`src/rtl/pbank_pkg.sv`:
```
package pbank_pkg;

  localparam int unsigned BANK_IDX_W = 3;

  typedef enum logic [1:0] {
    NIB_NONE = 2'd0,
    NIB_LO   = 2'd1,
    NIB_HI   = 2'd2
  } nib_op_e;

  typedef struct packed {
    logic                  hit;
    logic [BANK_IDX_W-1:0] idx;
    nib_op_e               op;
  } wr_cmd_t;

endpackage

```
`src/rtl/pbank_rst_sync.sv`:
```
module pbank_rst_sync #(
  parameter int unsigned STAGES = 2
) (
  input  logic clk,
  input  logic rst_n,
  output logic rst_sync_n
);

  logic [STAGES-1:0] sync_q;
  logic [STAGES-1:0] sync_d;

  always_comb begin
    sync_d = {sync_q[STAGES-2:0], 1'b1};
  end

  always_ff @(posedge clk or negedge rst_n) begin
    if (!rst_n) sync_q <= '0;
    else        sync_q <= sync_d;
  end

  assign rst_sync_n = sync_q[STAGES-1];

endmodule

```
`src/rtl/pbank_decode.sv`:
```
module pbank_decode
  import pbank_pkg::*;
#(
  parameter int unsigned ADDR_W       = 16,
  parameter int unsigned NUM_BANKS    = 8,
  parameter logic [3:0]  FIRST_REGION = 4'hB
) (
  input  logic              clk,
  input  logic              rst_n,
  input  logic              wr_en,
  input  logic [ADDR_W-1:0] wr_addr,
  output wr_cmd_t           cmd
);

  localparam int unsigned NUM_PAIRS = NUM_BANKS / 2;
  localparam int unsigned PAIR_W    = BANK_IDX_W - 1;

  logic [3:0] region;
  logic [3:0] pair_ofs;
  logic [3:0] sub_ofs;
  logic       region_ok;
  logic       odd_sel;
  nib_op_e    op_sel;
  logic       unused_mid;

  assign region     = wr_addr[ADDR_W-1 -: 4];
  assign sub_ofs    = wr_addr[3:0];
  assign pair_ofs   = region - FIRST_REGION;
  assign region_ok  = (region >= FIRST_REGION) && ({1'b0, pair_ofs} < 5'(NUM_PAIRS));
  assign unused_mid = ^wr_addr[ADDR_W-5:4];

  always_comb begin
    odd_sel = 1'b0;
    op_sel  = NIB_NONE;
    unique case (sub_ofs)
      4'h0:         begin odd_sel = 1'b0; op_sel = NIB_LO; end
      4'h2, 4'h8:   begin odd_sel = 1'b0; op_sel = NIB_HI; end
      4'h1, 4'h4:   begin odd_sel = 1'b1; op_sel = NIB_LO; end
      4'h3, 4'hC:   begin odd_sel = 1'b1; op_sel = NIB_HI; end
      default:      begin odd_sel = 1'b0; op_sel = NIB_NONE; end
    endcase
  end

  always_comb begin
    cmd.hit = wr_en && region_ok && (op_sel != NIB_NONE);
    cmd.idx = {pair_ofs[PAIR_W-1:0], odd_sel};
    cmd.op  = cmd.hit ? op_sel : NIB_NONE;
  end

  AST_NO_STRAY_HIT: assert property (@(posedge clk) disable iff (!rst_n)
    !wr_en |-> !cmd.hit) else $error("write command without strobe");

endmodule

```
`src/rtl/pbank_nibreg.sv`:
```
module pbank_nibreg #(
  parameter int unsigned BANK_W = 8
) (
  input  logic                clk,
  input  logic                rst_n,
  input  logic                wr_lo,
  input  logic                wr_hi,
  input  logic [BANK_W/2-1:0] nib_in,
  output logic [BANK_W-1:0]   q
);

  localparam int unsigned NIB_W = BANK_W / 2;

  logic [NIB_W-1:0] lo_q, lo_d;
  logic [NIB_W-1:0] hi_q, hi_d;

  always_comb begin
    lo_d = lo_q;
    hi_d = hi_q;
    if (wr_lo) lo_d = nib_in;
    if (wr_hi) hi_d = nib_in;
  end

  always_ff @(posedge clk or negedge rst_n) begin
    if (!rst_n) begin
      lo_q <= '0;
      hi_q <= '0;
    end else begin
      if (wr_lo) lo_q <= lo_d;
      if (wr_hi) hi_q <= hi_d;
    end
  end

  assign q = {hi_q, lo_q};

  AST_LO_KEEPS_HI: assert property (@(posedge clk) disable iff (!rst_n)
    (wr_lo && !wr_hi) |=> (q[BANK_W-1:NIB_W] == $past(q[BANK_W-1:NIB_W])))
    else $error("low write disturbed upper half");
  AST_HI_KEEPS_LO: assert property (@(posedge clk) disable iff (!rst_n)
    (wr_hi && !wr_lo) |=> (q[NIB_W-1:0] == $past(q[NIB_W-1:0])))
    else $error("high write disturbed lower half");
  AST_HI_LOADS: assert property (@(posedge clk) disable iff (!rst_n)
    wr_hi |=> (q[BANK_W-1:NIB_W] == $past(nib_in)))
    else $error("upper half not loaded");

endmodule

```
`src/rtl/pbank_select.sv`:
```
module pbank_select #(
  parameter int unsigned NUM_BANKS = 8,
  parameter int unsigned BANK_W    = 8,
  parameter int unsigned IDX_W     = 3
) (
  input  logic [NUM_BANKS*BANK_W-1:0] banks,
  input  logic [IDX_W-1:0]            slot,
  output logic [BANK_W-1:0]           sel
);

  logic [BANK_W-1:0] bank_arr [NUM_BANKS];

  for (genvar g = 0; g < NUM_BANKS; g++) begin : g_unpack
    assign bank_arr[g] = banks[g*BANK_W +: BANK_W];
  end

  assign sel = bank_arr[slot];

endmodule

```
`src/rtl/pbank_regfile.sv`:
```
module pbank_regfile
  import pbank_pkg::*;
#(
  parameter int unsigned ADDR_W       = 16,
  parameter int unsigned DATA_W       = 8,
  parameter int unsigned PAT_W        = 13,
  parameter int unsigned NUM_BANKS    = 8,
  parameter int unsigned BANK_W       = 8,
  parameter logic [3:0]  FIRST_REGION = 4'hB
) (
  input  logic                        clk,
  input  logic                        rst_n,
  input  logic                        wr_en,
  input  logic [ADDR_W-1:0]           wr_addr,
  input  logic [DATA_W-1:0]           wr_data,
  input  logic [PAT_W-1:0]            pat_addr,
  output logic [NUM_BANKS*BANK_W-1:0] bank_q,
  output logic [BANK_W-1:0]           phys_bank
);

  localparam int unsigned NIB_W = BANK_W / 2;
  localparam int unsigned IDX_W = BANK_IDX_W;

  logic             rst_sync_n;
  wr_cmd_t          cmd;
  logic [IDX_W-1:0] slot;
  logic             unused_in;

  assign slot      = pat_addr[PAT_W-1 -: IDX_W];
  assign unused_in = ^{wr_data[DATA_W-1:NIB_W], pat_addr[PAT_W-IDX_W-1:0]};

  pbank_rst_sync #(.STAGES(2)) i_rst_sync (
    .clk        (clk),
    .rst_n      (rst_n),
    .rst_sync_n (rst_sync_n)
  );

  pbank_decode #(
    .ADDR_W       (ADDR_W),
    .NUM_BANKS    (NUM_BANKS),
    .FIRST_REGION (FIRST_REGION)
  ) i_decode (
    .clk     (clk),
    .rst_n   (rst_sync_n),
    .wr_en   (wr_en),
    .wr_addr (wr_addr),
    .cmd     (cmd)
  );

  for (genvar g = 0; g < NUM_BANKS; g++) begin : g_bank
    logic sel_this;
    assign sel_this = cmd.hit && (cmd.idx == IDX_W'(g));

    pbank_nibreg #(.BANK_W(BANK_W)) i_reg (
      .clk    (clk),
      .rst_n  (rst_sync_n),
      .wr_lo  (sel_this && (cmd.op == NIB_LO)),
      .wr_hi  (sel_this && (cmd.op == NIB_HI)),
      .nib_in (wr_data[NIB_W-1:0]),
      .q      (bank_q[g*BANK_W +: BANK_W])
    );
  end

  pbank_select #(
    .NUM_BANKS (NUM_BANKS),
    .BANK_W    (BANK_W),
    .IDX_W     (IDX_W)
  ) i_select (
    .banks (bank_q),
    .slot  (slot),
    .sel   (phys_bank)
  );

  AST_IDLE_HOLDS: assert property (@(posedge clk) disable iff (!rst_sync_n)
    !wr_en |=> $stable(bank_q)) else $error("registers moved without a write");
  AST_OUT_RANGE_HOLDS: assert property (@(posedge clk) disable iff (!rst_sync_n)
    (wr_addr[ADDR_W-1 -: 4] < FIRST_REGION) |=> $stable(bank_q))
    else $error("write below register regions took effect");
  AST_LOOKUP_MATCH: assert property (@(posedge clk) disable iff (!rst_sync_n)
    phys_bank == bank_q[slot*BANK_W +: BANK_W]) else $error("lookup mismatch");

endmodule

```
`config.mk`:
```
export PLATFORM = sky130hd
export DESIGN_NAME = pbank_regfile
export DESIGN_NICKNAME = d
export VERILOG_FILES = /design/src/rtl/pbank_pkg.sv /design/src/rtl/pbank_rst_sync.sv /design/src/rtl/pbank_decode.sv /design/src/rtl/pbank_nibreg.sv /design/src/rtl/pbank_select.sv /design/src/rtl/pbank_regfile.sv
export SDC_FILE = /design/constraint.sdc
export NUM_CORES = 1
export LEC_CHECK = 0
export ABC_AREA = 0
export BUFFER_PORTS_ARGS = -buffer_cell sky130_fd_sc_hd__buf_4
export CORE_ASPECT_RATIO = 0.8
export CORE_UTILIZATION = 46
export CTS_BUF_LIST = sky130_fd_sc_hd__clkbuf_4
export DETAILED_ROUTE_END_ITERATION = 8
export GPL_TIMING_DRIVEN = 1
export PLACE_DENSITY = 0.78
export SETUP_SLACK_MARGIN = 0.2
export SKIP_CTS_REPAIR_TIMING = 1
export SLEW_MARGIN = 20
export SYNTH_ARGS = -nofsm -noshare
export SYNTH_HDL_FRONTEND = slang
export SYNTH_SLANG_ARGS = --single-unit
export TNS_END_PERCENT = 10
```
`constraint.sdc`:
```
create_clock -name clk -period 3.4 [get_ports clk]
set_clock_uncertainty 0.15 [all_clocks]
set_input_delay 1.02 -clock clk [delete_from_list [all_inputs] [get_ports clk]]
set_output_delay 1.02 -clock clk [all_outputs]
set_load 0.01 [all_outputs]
```
* Yosys cells after proc, flatten, opt, wreduce, memory -nomap -nowiden
Index checks and enable logic that the tools add are counted.
Widths: inputs -> output; s select.
** Storage, ports and cells
- Register bits after elaboration :: 66
- Latch bits :: 0
- Bits in writable memories :: 0
- Memory bits (read-only) :: 0
- Input bits :: 40
- Output and inout bits :: 72
- Logic and storage cells :: 76
- Memories :: 0
** Operators by class
- Add/subtract/negate cells :: 1
- $mul :: 0
- Div/mod/pow operators :: 0
- Magnitude comparators :: 3
- Equality and inequality tests :: 15
- Shift operators :: 0
- Multiplexer cells :: 6
- Bitwise logic cells :: 1
- Reductions and logical operators :: 33
** Operators by type and width (count)
- $logic_and 1x1->1 :: 27
- $bmux 8 s3 :: 1
- $mux 8 :: 2
- $eq 3x3->1 const B :: 4
- $eq 4x2->1 const B :: 2
- $eq 4x4->1 const B :: 2
- $ge 4x4->1 const B :: 2
- $reduce_or 4->1 :: 2
- $eq 3x2->1 const B :: 2
- $eq 4x1->1 const B :: 1
- $eq 4x3->1 const B :: 1
- $logic_not 4->1 :: 1
- $lt 4x3->1 const B :: 1
- $not 3->4 :: 1
- $pmux 2 s2 :: 1
- $sub 4x4->4 const B :: 1
- $eq 3x1->1 const B :: 1
- $logic_not 3->1 :: 1
- $reduce_or 3->1 :: 1
- $eq 2x1->1 const B :: 1
- $eq 2x2->1 const B :: 1
- $mux 2 :: 1
- $reduce_bool 2->1 :: 1
- $mux 1 :: 1

* Logic depth before layout (Yosys ltp)
- Depth after elaboration :: 8
- Gate-level depth with buffers :: 5
- Mapped depth without buffers :: 5

* Hierarchy
Synthesis repeated with hierarchy kept, for this count alone.
** Second synthesis, totals
- Cells, all modules :: 199
- Area, all modules :: 3174.3 µm²
** Modules (own cells, without submodules)
- pbank_nibreg :: times used 8, cells an instance 16, area an instance 290.3 µm², seq. area each 200.2 µm²
- pbank_select :: times used 1, cells an instance 29, area an instance 550.5 µm², seq. area each 0.0 µm²
- pbank_decode :: times used 1, cells an instance 16, area an instance 126.4 µm², seq. area each 0.0 µm²
- pbank_regfile :: times used 1, cells an instance 23, area an instance 121.4 µm², seq. area each 0.0 µm²
- pbank_rst_sync :: times used 1, cells an instance 3, area an instance 53.8 µm², seq. area each 50.0 µm²

* Worst setup path after synthesis
No wires, ideal clock.
- Path kind :: input-to-output
- Start :: input port pat_addr[10]
- End :: output port phys_bank[4]
- Arrival time :: 2.334 ns
- Required time :: 2.230 ns
- Setup slack :: -0.104 ns
- Stages :: 4
- Buffers on the path :: 2
- Path through :: buf_2 > buf_2 > mux4_2 > mux2_2
** On the way
- Longest elaborated chain between the ends :: 4
** RTL lines
- start: declaration :: RTL line pbank_regfile.sv:16 : input logic [PAT_W-1:0] pat_addr,
- $not 3->4 (not written as such) :: RTL line pbank_select.sv:17 : assign sel = bank_arr[slot];
- $bmux 8 s3 :: RTL line pbank_select.sv:17
- $mux 8 (not written as such) (2 in series) :: RTL line pbank_select.sv:17
- end: declaration :: RTL line pbank_regfile.sv:18 : output logic [BANK_W-1:0] phys_bank
No other way between the ends. The select of a mux whose other input is x is not followed.

* Worst setup path in the final report
Same ends and word-level chain as after synthesis.

==> flow_summary_export.csv <==
group,metric,value,unit
logic_synthesis,ys_ff_latch,66,
floorplanning,num_rows,26,
cells_and_area,final_util,0.632,
setup_path,crit_fanout,8,
logic_synthesis,ys_top_cells_by_area,"dfrtp_1 (54%), mux2_2 (20%), mux4_2 (12%)",
logic_synthesis,synth_mux_area_frac,0.380,
global_route,grt_use_met2,0.325,
logic_synthesis,seq_area_frac_synth,0.536,
sta,period_share,0.982,
setup_path,rrSetupSlack,2.10,ns
logic_synthesis,synth_top_family_by_area,"multiplexers",
sta,final-hold-violation-count,0,
detailed_routing,detail-route-antenna-nets,0,
flow_run,max_cap_viol_count,0,
logic_synthesis,syn_nets,240,
cells_and_area,syn2layout_area_growth,32.3,%
global_route,grtUsageMet1,0.295,
logic_synthesis,synth_fa_ha_area_frac,0.00406,
setup_path,crit_type,"in -> out",
setup_path,worstSetupEndpointType,"primary output",
setup_path,worstPathArrival,2.17,ns
sta,fmax,299,MHz
cells_and_area,diodes,0,
cts,htreeDepth,3,
logic_synthesis,synth_top_area_cell,"dfrtp_1",
status,status,"finished, final reports clean",
global_route,gr-total-overflow,0,
sta,setup_viol,0,
power_and_ir_drop,cellPowerDensity,421,nW/um2
setup_path,required,2.23,ns
placed_design,place_area,3910,um2
sta,rsz0062_at_grt,"true",
floorplanning,core_area,6440,um2
cells_and_area,drive_above_1_share,0.607,
global_route,grt_util_all_layers,0.215,
global_route,grt_pass1_vias,2096,
placed_design,dpl_worst_slack,0.00606,ns
cts,path_clk_slew,0.10,ns
global_route,grt_pass1_wl,10.9,mm
sta,drv_slew,0,
cts,cts_buffers,9,
logic_synthesis,synth_top_area_share,0.536,
logic_synthesis,synth_commonest_cells,"dfrtp_1 (66), mux2_2 (55), mux2_1 (17), mux4_2 (16), nand2_1 (14)",
detailed_routing,detail_route.vias_per_cell,5.33,
cells_and_area,final_area,4070,um2
cts,insertion_delay,0.40,ns
detailed_routing,wirelength,6.95,mm
global_route,grt_use_met3,0.0798,
logic_synthesis,synth-simple-area-share,0.0553,
global_route,grt_start_max_net_pins,39,
floorplanning,num_io_pins,112,
logic_synthesis,synth_ff_type,"dfrtp_1",
setup_path,r2r-start,"i_rst_sync.sync_q[1]",
sta,worst_slew_pin_slew,0.564,ns
setup_path,start_kind,"primary input",
sta,tns,0,ns
detailed_routing,drc_errors,0,
min_path,hp-class,"reg -> async",
floorplanning,die-area,7030,um2
logic_synthesis,synth-xor-area-share,0.00569,
cts,cts_root_buf,"clkbuf_4",
sta,relSlewSlack,0.624,
sta,fin_ws,0.0601,ns
setup_path,timing.rr.end,"g_bank[3].i_reg.lo_q[2]",
placed_design,port_buffers,89,
power_and_ir_drop,power,0.00172,W
sta,period_minus_slack,3.34,ns
power_and_ir_drop,p_leak,2.09,nW
floorplanning,fp.dieW,93.5,um
logic_synthesis,synth_compound_area_frac,0.00488,
cells_and_area,layout.nets,336,
detailed_routing,vias,2045,
cts,cts_tree,"done",
floorplanning,die_h,75.2,um
detailed_routing,routedWlPerCell,18.1,um
logic_synthesis,synth_cells,199,
global_route,antenna_found_initial,0,
logic_synthesis,async_flop_share,1.00,
placed_design,dp_hpwl,5.18,mm
cts,clock_path_buffers,2,
logic_synthesis,synth_area,3080,um2
logic_synthesis,yosysMostFrequentCell,"dfrtp_1",
detailed_routing,drt_pass1_iterations,6,
global_route,top_usage_layer,"met2",
power_and_ir_drop,vdd_drop_max,0.207,mV
floorplanning,start_util,0.478,
logic_synthesis,yosysWarnings,0,
logic_synthesis,synth.avg_cell_area,15.5,um2
setup_path,worstRegToRegCells,1,
logic_synthesis,synth_edf_count,0,
placed_design,routabilityCongestion,0.727,
logic_synthesis,yosysUniqueCellTypes,21,
cts,cts_sinks,66,
detailed_routing,drt_iter0_markers,48,
critical path: stages:
cell	delay, ns
buf_8	0.08
buf_12	0.13
mux4_2	0.51
mux2_4	0.28
buf_4	0.14
cell type report:
| type | count | area [um2] |
|---|---|---|
| sequential | 66 | 1650 |
| tap | 84 | 105 |
| clock inverter | 4 | 42.5 |
| multi-input combinational | 124 | 1420 |
| clock buffer | 12 | 90.1 |
| fill | 506 | 2370 |
| timing repair buffer | 94 | 766 |
per-stage QoR:
step,hold WS [ns],instances
final,0.117,384
after global routing,0.173,384
after CTS,0.142,384
after detailed placement,0.130,368
after global placement,0.123,368
after floorplan,0.181,199
cell families (layout without fill, tap and decap cells):
kind of cell,Yosys count,in the layout
DFF,66,66
adders and majority gates,1,1
and+or+nand+nor,29,29
AOI/OAI and AO/OA,3,3
buffers and inverters,9,110
muxes,88,88
other,1,1
xor gates and xnor gates,2,2
report_power, final:
part | switching [W] | internal [W] | total [W]
Clock | 0.000260 | 0.000244 | 0.000504
Combinational | 0.000131 | 0.000187 | 0.000318
Sequential | 0.0000522 | 0.000843 | 0.000895
state kept, by name, summed over array words and instances, names as in the netlist:
register and cells:
i_rst_sync.sync_q 2, g_bank.i_reg.lo_q 32, g_bank.i_reg.hi_q 32
layer usage:
layer | wire (um) | share of wire | vias to the layer above
met5 | 0 | 0 | -
met4 | 53 | 0.0076 | 0
met3 | 446 | 0.064 | 7
met2 | 3280 | 0.47 | 58
met1 | 3170 | 0.46 | 1048
li1 | - | - | 932
layout by cell type, fill, tap and decap left out, types with 2 or more instances in the layout:
cell	instances
clkbuf_4	12
buf_6	4
buf_12	3
xnor2_1	2
nand2_1	14
mux2_1	17
nand2b_1	2
mux4_2	16
nor4_2	2
buf_4	86
clkinv_1	2
mux2_4	7
and2_1	4
a21oi_1	3
mux2_2	48
nand4bb_1	2
dfrtp_1	65
how the worst max path moves through the flow:
stage	from	end	cells past startpoint	slack [ns]
global route	pat_addr[10]	phys_bank[5]	5	0.02
finish	pat_addr[10]	phys_bank[4]	5	0.06
detailed placement	pat_addr[10]	phys_bank[7]	5	0.006
CTS	pat_addr[10]	phys_bank[7]	5	0.005
global placement	pat_addr[10]	phys_bank[0]	5	0.01
floorplan	pat_addr[10]	phys_bank[2]	4	0.20
No activity file was read; power rests on OpenSTA's default activity.
